## src/rtl/can_irq_pkg.sv

```systemverilog
package can_irq_pkg;
    localparam int FLAG_W  = 16;
    localparam int BIT_RXW = 4;
    localparam int BIT_TXW = 3;
    localparam int BIT_RMT = 2;
    localparam int BIT_DAT = 1;

    localparam logic [FLAG_W-1:0] DEF_MASK =
        (FLAG_W'(1) << BIT_RXW) | (FLAG_W'(1) << BIT_TXW) |
        (FLAG_W'(1) << BIT_RMT) | (FLAG_W'(1) << BIT_DAT);

    typedef struct packed {
        logic flag;
        logic cond;
    } warn_st_t;
endpackage

```

## src/rtl/can_warn_flag.sv

```systemverilog
module can_warn_flag
    import can_irq_pkg::*;
#(
    parameter int CNT_W    = 8,
    parameter int LIMIT    = 96,
    parameter bit USE_QUAL = 1'b1
) (
    input  logic             clk,
    input  logic             rst_n,
    input  logic [CNT_W-1:0] count,
    input  logic             block,
    input  logic             clr,
    output logic             flag
);
    localparam logic [CNT_W-1:0] LIM = CNT_W'(LIMIT);

    logic     over;
    logic     cond;
    logic     arm;
    warn_st_t st_d, st_q;

    assign over = (count >= LIM);

    generate
        if (USE_QUAL) begin : g_qual
            assign cond = over && !block;
        end else begin : g_plain
            assign cond = over;
        end
    endgenerate

    assign arm = cond && !st_q.cond;

    always_comb begin
        st_d      = st_q;
        st_d.cond = cond;
        if (arm) begin
            st_d.flag = 1'b1;
        end else if (clr) begin
            st_d.flag = 1'b0;
        end
    end

    always_ff @(posedge clk or negedge rst_n) begin
        if (!rst_n) begin
            st_q <= '0;
        end else begin
            st_q <= st_d;
        end
    end

    assign flag = st_q.flag;

    // a fresh condition sets the flag
    a_r2_set_on_edge: assert property (@(posedge clk) disable iff (!rst_n)
        (cond && !st_q.cond) |=> flag);
    // write-1 clears when no set competes
    a_r4_clear: assert property (@(posedge clk) disable iff (!rst_n)
        (clr && !(cond && !st_q.cond)) |=> !flag);
    // without a clear the flag holds
    a_r4_hold: assert property (@(posedge clk) disable iff (!rst_n)
        (flag && !clr) |=> flag);
    // a persisting condition does not re-raise a cleared flag
    a_r6_no_rearm: assert property (@(posedge clk) disable iff (!rst_n)
        (!flag && st_q.cond && cond) |=> !flag);
endmodule

```

## src/rtl/can_pend_reduce.sv

```systemverilog
module can_pend_reduce #(
    parameter int NUM_MB = 32,
    parameter int LANE_W = 8
) (
    input  logic [NUM_MB-1:0] pend,
    input  logic [NUM_MB-1:0] mask,
    output logic              any
);
    localparam int NLANE = (NUM_MB + LANE_W - 1) / LANE_W;
    localparam int PAD_W = NLANE * LANE_W;

    logic [PAD_W-1:0] live_pad;
    logic [NLANE-1:0] lane_any;

    always_comb begin
        live_pad             = '0;
        live_pad[NUM_MB-1:0] = pend & ~mask;
    end

    generate
        for (genvar i = 0; i < NLANE; i++) begin : g_lane
            assign lane_any[i] = |live_pad[i*LANE_W +: LANE_W];
        end
    endgenerate

    assign any = |lane_any;
endmodule

```

## src/rtl/can_irq_flags.sv

```systemverilog
module can_irq_flags
    import can_irq_pkg::*;
#(
    parameter int NUM_MB = 32,
    parameter int CNT_W  = 8,
    parameter int LIMIT  = 96,
    parameter int LANE_W = 8
) (
    input  logic              clk,
    input  logic              rst_n,
    input  logic [CNT_W-1:0]  rec,
    input  logic [CNT_W-1:0]  tec,
    input  logic              bus_off,
    input  logic [NUM_MB-1:0] rx_pend,
    input  logic [NUM_MB-1:0] rmt_pend,
    input  logic [NUM_MB-1:0] mb_mask,
    input  logic              wr_en,
    input  logic [FLAG_W-1:0] wr_data,
    input  logic [FLAG_W-1:0] irq_en,
    output logic [FLAG_W-1:0] flags,
    output logic              irq
);
    localparam int NWARN = 2;
    localparam int NSUM  = 2;

    logic [CNT_W-1:0]  warn_cnt [NWARN];
    logic [NWARN-1:0]  warn_clr;
    logic [NWARN-1:0]  warn_flag;
    logic [NUM_MB-1:0] sum_pend [NSUM];
    logic [NSUM-1:0]   sum_any;

    // index 0 = receive warning, 1 = transmit warning
    assign warn_cnt[0] = rec;
    assign warn_cnt[1] = tec;
    assign warn_clr[0] = wr_en && wr_data[BIT_RXW];
    assign warn_clr[1] = wr_en && wr_data[BIT_TXW];

    generate
        for (genvar g = 0; g < NWARN; g++) begin : g_warn
            can_warn_flag #(
                .CNT_W   (CNT_W),
                .LIMIT   (LIMIT),
                .USE_QUAL(g == 0)
            ) u_warn (
                .clk  (clk),
                .rst_n(rst_n),
                .count(warn_cnt[g]),
                .block(bus_off),
                .clr  (warn_clr[g]),
                .flag (warn_flag[g])
            );
        end
    endgenerate

    // index 0 = remote requests, 1 = data frames
    assign sum_pend[0] = rmt_pend;
    assign sum_pend[1] = rx_pend;

    generate
        for (genvar s = 0; s < NSUM; s++) begin : g_sum
            can_pend_reduce #(
                .NUM_MB(NUM_MB),
                .LANE_W(LANE_W)
            ) u_sum (
                .pend(sum_pend[s]),
                .mask(mb_mask),
                .any (sum_any[s])
            );
        end
    endgenerate

    always_comb begin
        flags          = '0;
        flags[BIT_RXW] = warn_flag[0];
        flags[BIT_TXW] = warn_flag[1];
        flags[BIT_RMT] = sum_any[0];
        flags[BIT_DAT] = sum_any[1];
    end

    assign irq = |(flags & irq_en);

    // unused positions never read as 1
    a_r9_undef_zero: assert property (@(posedge clk) disable iff (!rst_n)
        (flags & ~DEF_MASK) == '0);
    // a fully masked mailbox set raises no summary flag
    a_r8_all_masked: assert property (@(posedge clk) disable iff (!rst_n)
        (&mb_mask) |-> (!flags[BIT_RMT] && !flags[BIT_DAT]));
    // no enables, no interrupt
    a_r10_irq_quiet: assert property (@(posedge clk) disable iff (!rst_n)
        (irq_en == '0) |-> !irq);
    // transmit warning rises even while bus-off
    a_r3_tx_busoff: assert property (@(posedge clk) disable iff (!rst_n)
        (bus_off && tec >= CNT_W'(LIMIT) && $past(tec) < CNT_W'(LIMIT)) |=> flags[BIT_TXW]);
endmodule

```

## config.mk

```make
export PLATFORM = sky130hd
export DESIGN_NAME = can_irq_flags
export DESIGN_NICKNAME = d
export VERILOG_FILES = /design/src/rtl/can_irq_pkg.sv /design/src/rtl/can_warn_flag.sv /design/src/rtl/can_pend_reduce.sv /design/src/rtl/can_irq_flags.sv
export SDC_FILE = /design/constraint.sdc
export NUM_CORES = 1
export LEC_CHECK = 0
export BUFFER_PORTS_ARGS = -buffer_cell sky130_fd_sc_hd__buf_2
export CORE_AREA = 4 4 62 64
export CTS_BUF_LIST = sky130_fd_sc_hd__clkbuf_4 sky130_fd_sc_hd__clkbuf_8 sky130_fd_sc_hd__clkbuf_16
export DETAILED_ROUTE_END_ITERATION = 10
export DIE_AREA = 0 0 66 68
export HOLD_SLACK_MARGIN = 0.12
export PLACE_DENSITY = 0.87
export SYNTH_ARGS = -nofsm -noshare
export SYNTH_HDL_FRONTEND = slang
export SYNTH_HIERARCHICAL = 1
export SYNTH_SLANG_ARGS = --single-unit
```

## constraint.sdc

```tcl
create_clock -name clk -period 2.2 [get_ports clk]
set_clock_uncertainty 0.15 [all_clocks]
set_input_delay 0.33 -clock clk [delete_from_list [all_inputs] [get_ports clk]]
set_output_delay 0.33 -clock clk [all_outputs]
set_load 0.05 [all_outputs]
```

**Yosys cells after proc, flatten, opt, wreduce, memory -nomap -nowiden**

Cells that the tools add are included.
W data, S select, Z words.

- Register bits after elaboration: 4
- Latch bits: 0
- RAM bits: 0
- Bits in read-only memories: 0
- Input bits: 148
- Output and inout port bits: 17
- Memories: 0

- Add/sub/neg operators: 0
- Multipliers: 0
- Div/mod/pow operators: 0
- Magnitude comparators: 2
- Eq/ne operators: 0
- Shift-type cells: 0
- Multiplexer cells: 4
- Bitwise logic cells: 4
- Reduce and logical (&&, ||, !) cells: 13

Operators by type and width:

| kind | count |
|---|---|
| $and A32 B32 Y32 | 2 |
| $reduce_or A32 Y1 | 2 |
| $not A32 Y32 | 1 |
| $and A5 B16 Y16 | 1 |
| $ge A8 B7 Y1 const B | 2 |
| $reduce_or A16 Y1 | 1 |
| $logic_and A1 B1 Y1 | 5 |
| $mux W1 | 4 |
| $reduce_bool A2 Y1 | 2 |
| $logic_not A1 Y1 | 3 |

**Logic depth before layout (Yosys ltp)**

- Depth after elaboration: 5
- Mapped depth: 6
- Gate-level depth less buffers: 6

**Hierarchy**

Netlist, hierarchy kept.

By module, submodules not included:

| module | times used | cells each | area each (um2) | sequential area each (um2) |
|---|---|---|---|---|
| can_pend_reduce | 2 | 53 | 251.5 | 0.0 |
| can_irq_flags | 1 | 18 | 125.1 | 0.0 |
| can_warn_flag at g_warn[0].u_warn | 1 | 6 | 82.6 | 50.0 |
| can_warn_flag at g_warn[1].u_warn | 1 | 6 | 72.6 | 50.0 |

**Worst setup path after synthesis**

Ideal clock, no wire load.

- Path type: in2out
- Start: input rx_pend[20]
- End: output irq
- Data arrival time: 1.924 ns
- Required time: 1.720 ns
- Setup slack: -0.204 ns
- Stages: 6
- Path buffers: 0
- Path through: inv_1 > o22ai_1 > nor4_1 > nand4_1 > a22oi_1 > nand2_1

- Word-level cells in the longest chain between the ends: 4

RTL lines:

| item | RTL line | RTL |
|---|---|---|
| start, declared | can_irq_flags.sv:14 | `input logic [NUM_MB-1:0] rx_pend,` |
| $and A32 B32 Y32 | can_pend_reduce.sv:17 | `live_pad[NUM_MB-1:0] = pend & ~mask;` |
| $reduce_or A32 Y1 | can_pend_reduce.sv:26 | `assign any = \|lane_any;` |
| net flags[1] | can_irq_flags.sv:20 | `output logic [FLAG_W-1:0] flags,` |
| $and A5 B16 Y16 | can_irq_flags.sv:80 | `assign irq = \|(flags & irq_en);` |
| $reduce_or A16 Y1 | can_irq_flags.sv:80 |  |
| end, declared | can_irq_flags.sv:21 | `output logic irq` |

The timed path passes the listed nets, and every way through them passes these cells.

**Final worst setup path**

- Start: input rx_pend[8]
- End: output irq

- Word-level cells in the longest chain between the ends: 4

RTL lines:

| item | RTL line |
|---|---|
| $and A32 B32 Y32 | can_pend_reduce.sv:17 |
| $reduce_or A32 Y1 | can_pend_reduce.sv:26 |
| $and A5 B16 Y16 | can_irq_flags.sv:80 |
| $reduce_or A16 Y1 | can_irq_flags.sv:80 |

No other way between the ends.

==> flow_metrics.tcl <==
set metrics [dict create \
    outcome "completed" \
    yosys.area.top_type "inv_1" \
    num_antenna_cells 0 \
    syn-instance-count 136 \
    powerDensity_mw_per_mm2 306 \
    p_switching_uw 183 \
    cts_setup_buffers 0 \
    antenna_found_initial 0 \
    gr-usage-all-layers_pct 11.8 \
    worstPathMaxFanout 2 \
    wl_per_cell_um 9.96 \
    die_h_um 68 \
    synth.avg_cell_area_um2 5.76 \
    die_w_um 66 \
    grt-ovfl-total 0 \
    clk_latency_ns 0.23 \
    synthTopCellsByCount "inv_1 (67), o22ai_1 (33), buf_4 (12)" \
    swShare_pct 40.9 \
    drt_wl_total_um 3020 \
    crit_path_end "irq" \
    area_delta_synth_final_pct 86.4 \
    r2r-start "g_warn[0].u_warn/st_q[0]" \
    fmax_mhz 483 \
    cp-startpoint "rx_pend[8]" \
    synth_area_um2 783 \
    cts_root_buf "clkbuf_4" \
    cts_tree "yes" \
    stdcell_area_mm2 0.00146 \
    ant_nets 0 \
    p_seq_share_pct 19.5 \
    setup_violations 0 \
    rrSetupSlack_ns 1.35 \
    grt_pass1_vias 1061 \
    synth_edf_count 0 \
    ys_types 13 \
    ys.flop_type "dfrtp_1" \
    async_flop_share_pct 100 \
    synth_top_area_share_pct 32.1 \
    power.leakage_uw 0.000990 \
    place_area_mm2 0.00142 \
    coreArea_mm2 0.00328 \
    min_path_type "input pin to flop" \
    drt_first_pass_iters 2 \
    numCtsBuffers 3 \
    clockPowerShare_pct 19.5 \
    cts_sinks 4 \
    cts_max_level 1 \
    path_class "input pin to output pin" \
    final_cells 303 \
    worst_r2r_path_depth 1 \
    power_frac_comb_pct 61.0 \
    cap_violations 0 \
    initial_utilization_pct 23.8 \
    rr_endpoint "g_warn[0].u_warn/flag" \
    worstPathArrival_ns 1.59 \
    yosys-top-cells-area "inv_1 (32%), o22ai_1 (26%), dfrtp_1 (13%), buf_4 (12%), nor4_1 (6.4%)" \
    grt_max_degree 5 \
    row_count 21 \
    routed_via_density 4.10 \
    rsz0062_at_grt "false" \
    synth.most_common_cell "inv_1" \
    drc 0 \
    layout.nets 407 \
    die-area_mm2 0.00449 \
    ir_drop_mv 0.334 \
    grt_pass1_wl_um 4180 \
    ys_seq_elements 4 \
    gp_congestion 0.728 \
    drtIter0Drc 8 \
    post-route-min-period_ns 2.07 \
    hpwl_um 2830 \
    start_kind "input pin" \
    via_count 1243 \
    dp.cells 299 \
    yosysSeqAreaShare_pct 12.8 \
    worst_setup_path_end_kind "output pin" \
    cp.required_ns 1.72 \
    clk_pin_slew_ns 0.04 \
    ioPinCount 165 \
    period_share_pct 94.1 \
    portBuffers 116 \
    drv_slew 0 \
    cts_max_path_buffers 2 \
    hold_viol 0 \
    yosys_warnings 6 \
    p_int_uw 264 \
    drive_gt1_share_pct 53.3 \
]
-- critical path, cell delays in order --
cell and delay (ns):
buf_2 0.09, inv_1 0.04, o22ai_1 0.08, nor4_1 0.30
buf_4 0.16, nand4_1 0.12, a22oi_2 0.23, nand2_2 0.07
buf_6 0.15
-- routing by layer --
metal	share of wire, %	global-route usage, %	vias to the layer above
li1	-	-	657
met1	36	12.3	519
met2	52	24.7	67
met3	11	1.81	0
met4	0	2.28	0
met5	0	0	-
-- repair_timing --
| action | CTS | global route |
|---|---|---|
| hold endpoints to repair | 4 | 0 |
| endpoints found under the setup margin | 1 | 1 |
| pin swaps | 0 | 2 |
| resized for setup | 1 | 3 |
| hold buffers | 1 | 0 |
-- placed cells by master, fill, tap and decap left out, drive strengths merged --
cell type | synthesis | layout
clkbuf | 0 | 3
and2 | 2 | 2
dfrtp | 4 | 4
o22ai | 33 | 33
nor4 | 8 | 8
conb | 1 | 12
dlygate4sd3 | 0 | 1
nand4 | 2 | 2
buf | 12 | 118
a21oi | 2 | 2
o32ai | 1 | 1
inv | 67 | 67
nand2 | 1 | 1
nor2 | 1 | 1
a22oi | 2 | 2
-- sequential cells by signal (all words and copies together) (netlist names) --
register and cells:
g_warn.u_warn/flag 2, g_warn.u_warn/st_q 2
-- power groups by stage --
stage,Clock (µW),Combinational (µW),Sequential (µW)
floorplan,0,140,105
global placement,0,267,88.0
detailed placement,0,270,88.1
CTS,90.4,273,87.3
global route,99.0,300,88.3
finish,87.1,272,87.0
-- logic make-up (layout without fill, tap and decap cells) --
| family | after synthesis | after routing | share of synthesized area, % |
|---|---|---|---|
| buffers and inverters | 79 | 189 | 43.6 |
| other | 1 | 12 | 0.479 |
| AO/OA/AOI/OAI | 38 | 38 | 32.6 |
| AND/OR/NAND/NOR | 14 | 14 | 10.5 |
| flip-flops | 4 | 4 | 12.8 |
-- per-stage QoR --
| stage | worst slack, ns | hold slack, ns | total power [µW] | util (%) | setup TNS, ns |
|---|---|---|---|---|---|
| after floorplan | -0.111 | -0.116 | 245 | - | -0.111 |
| after global placement | 0.0170 | -0.0138 | 355 | 43.1 | 0 |
| after detailed placement | 0.00998 | -0.0130 | 358 | 43.1 | 0 |
| after CTS | 0.0504 | 0.129 | 451 | 44.3 | 0 |
| after global routing | 0.0153 | 0.125 | 487 | 44.5 | 0 |
| final | 0.130 | 0.131 | 446 | 44.5 | 0 |
-- final cells by class --
type | count | area [µm²]
Multi-Input combinational cell | 64 | 397
Sequential cell | 4 | 100
Inverter | 67 | 272
Clock buffer | 3 | 22.5
Tap cell | 46 | 57.6
Fill cell | 348 | 1820
Timing Repair Buffer | 119 | 612
-- how the worst min path moves through the flow --
stage	slack, ns	startpoint	endpoint	cells past startpoint
final	0.13	bus_off	g_warn[0].u_warn/st_q[0]	2
after global routing	0.12	bus_off	g_warn[0].u_warn/st_q[0]	2
after CTS	0.13	bus_off	g_warn[0].u_warn/st_q[0]	2
after detailed placement	-0.01	rst_n	g_warn[1].u_warn/st_q[0]	1
after global placement	-0.01	rst_n	g_warn[1].u_warn/st_q[0]	1
after floorplan	-0.12	rst_n	g_warn[0].u_warn/flag	0
Note: power is estimated with default switching activity, not from simulation.
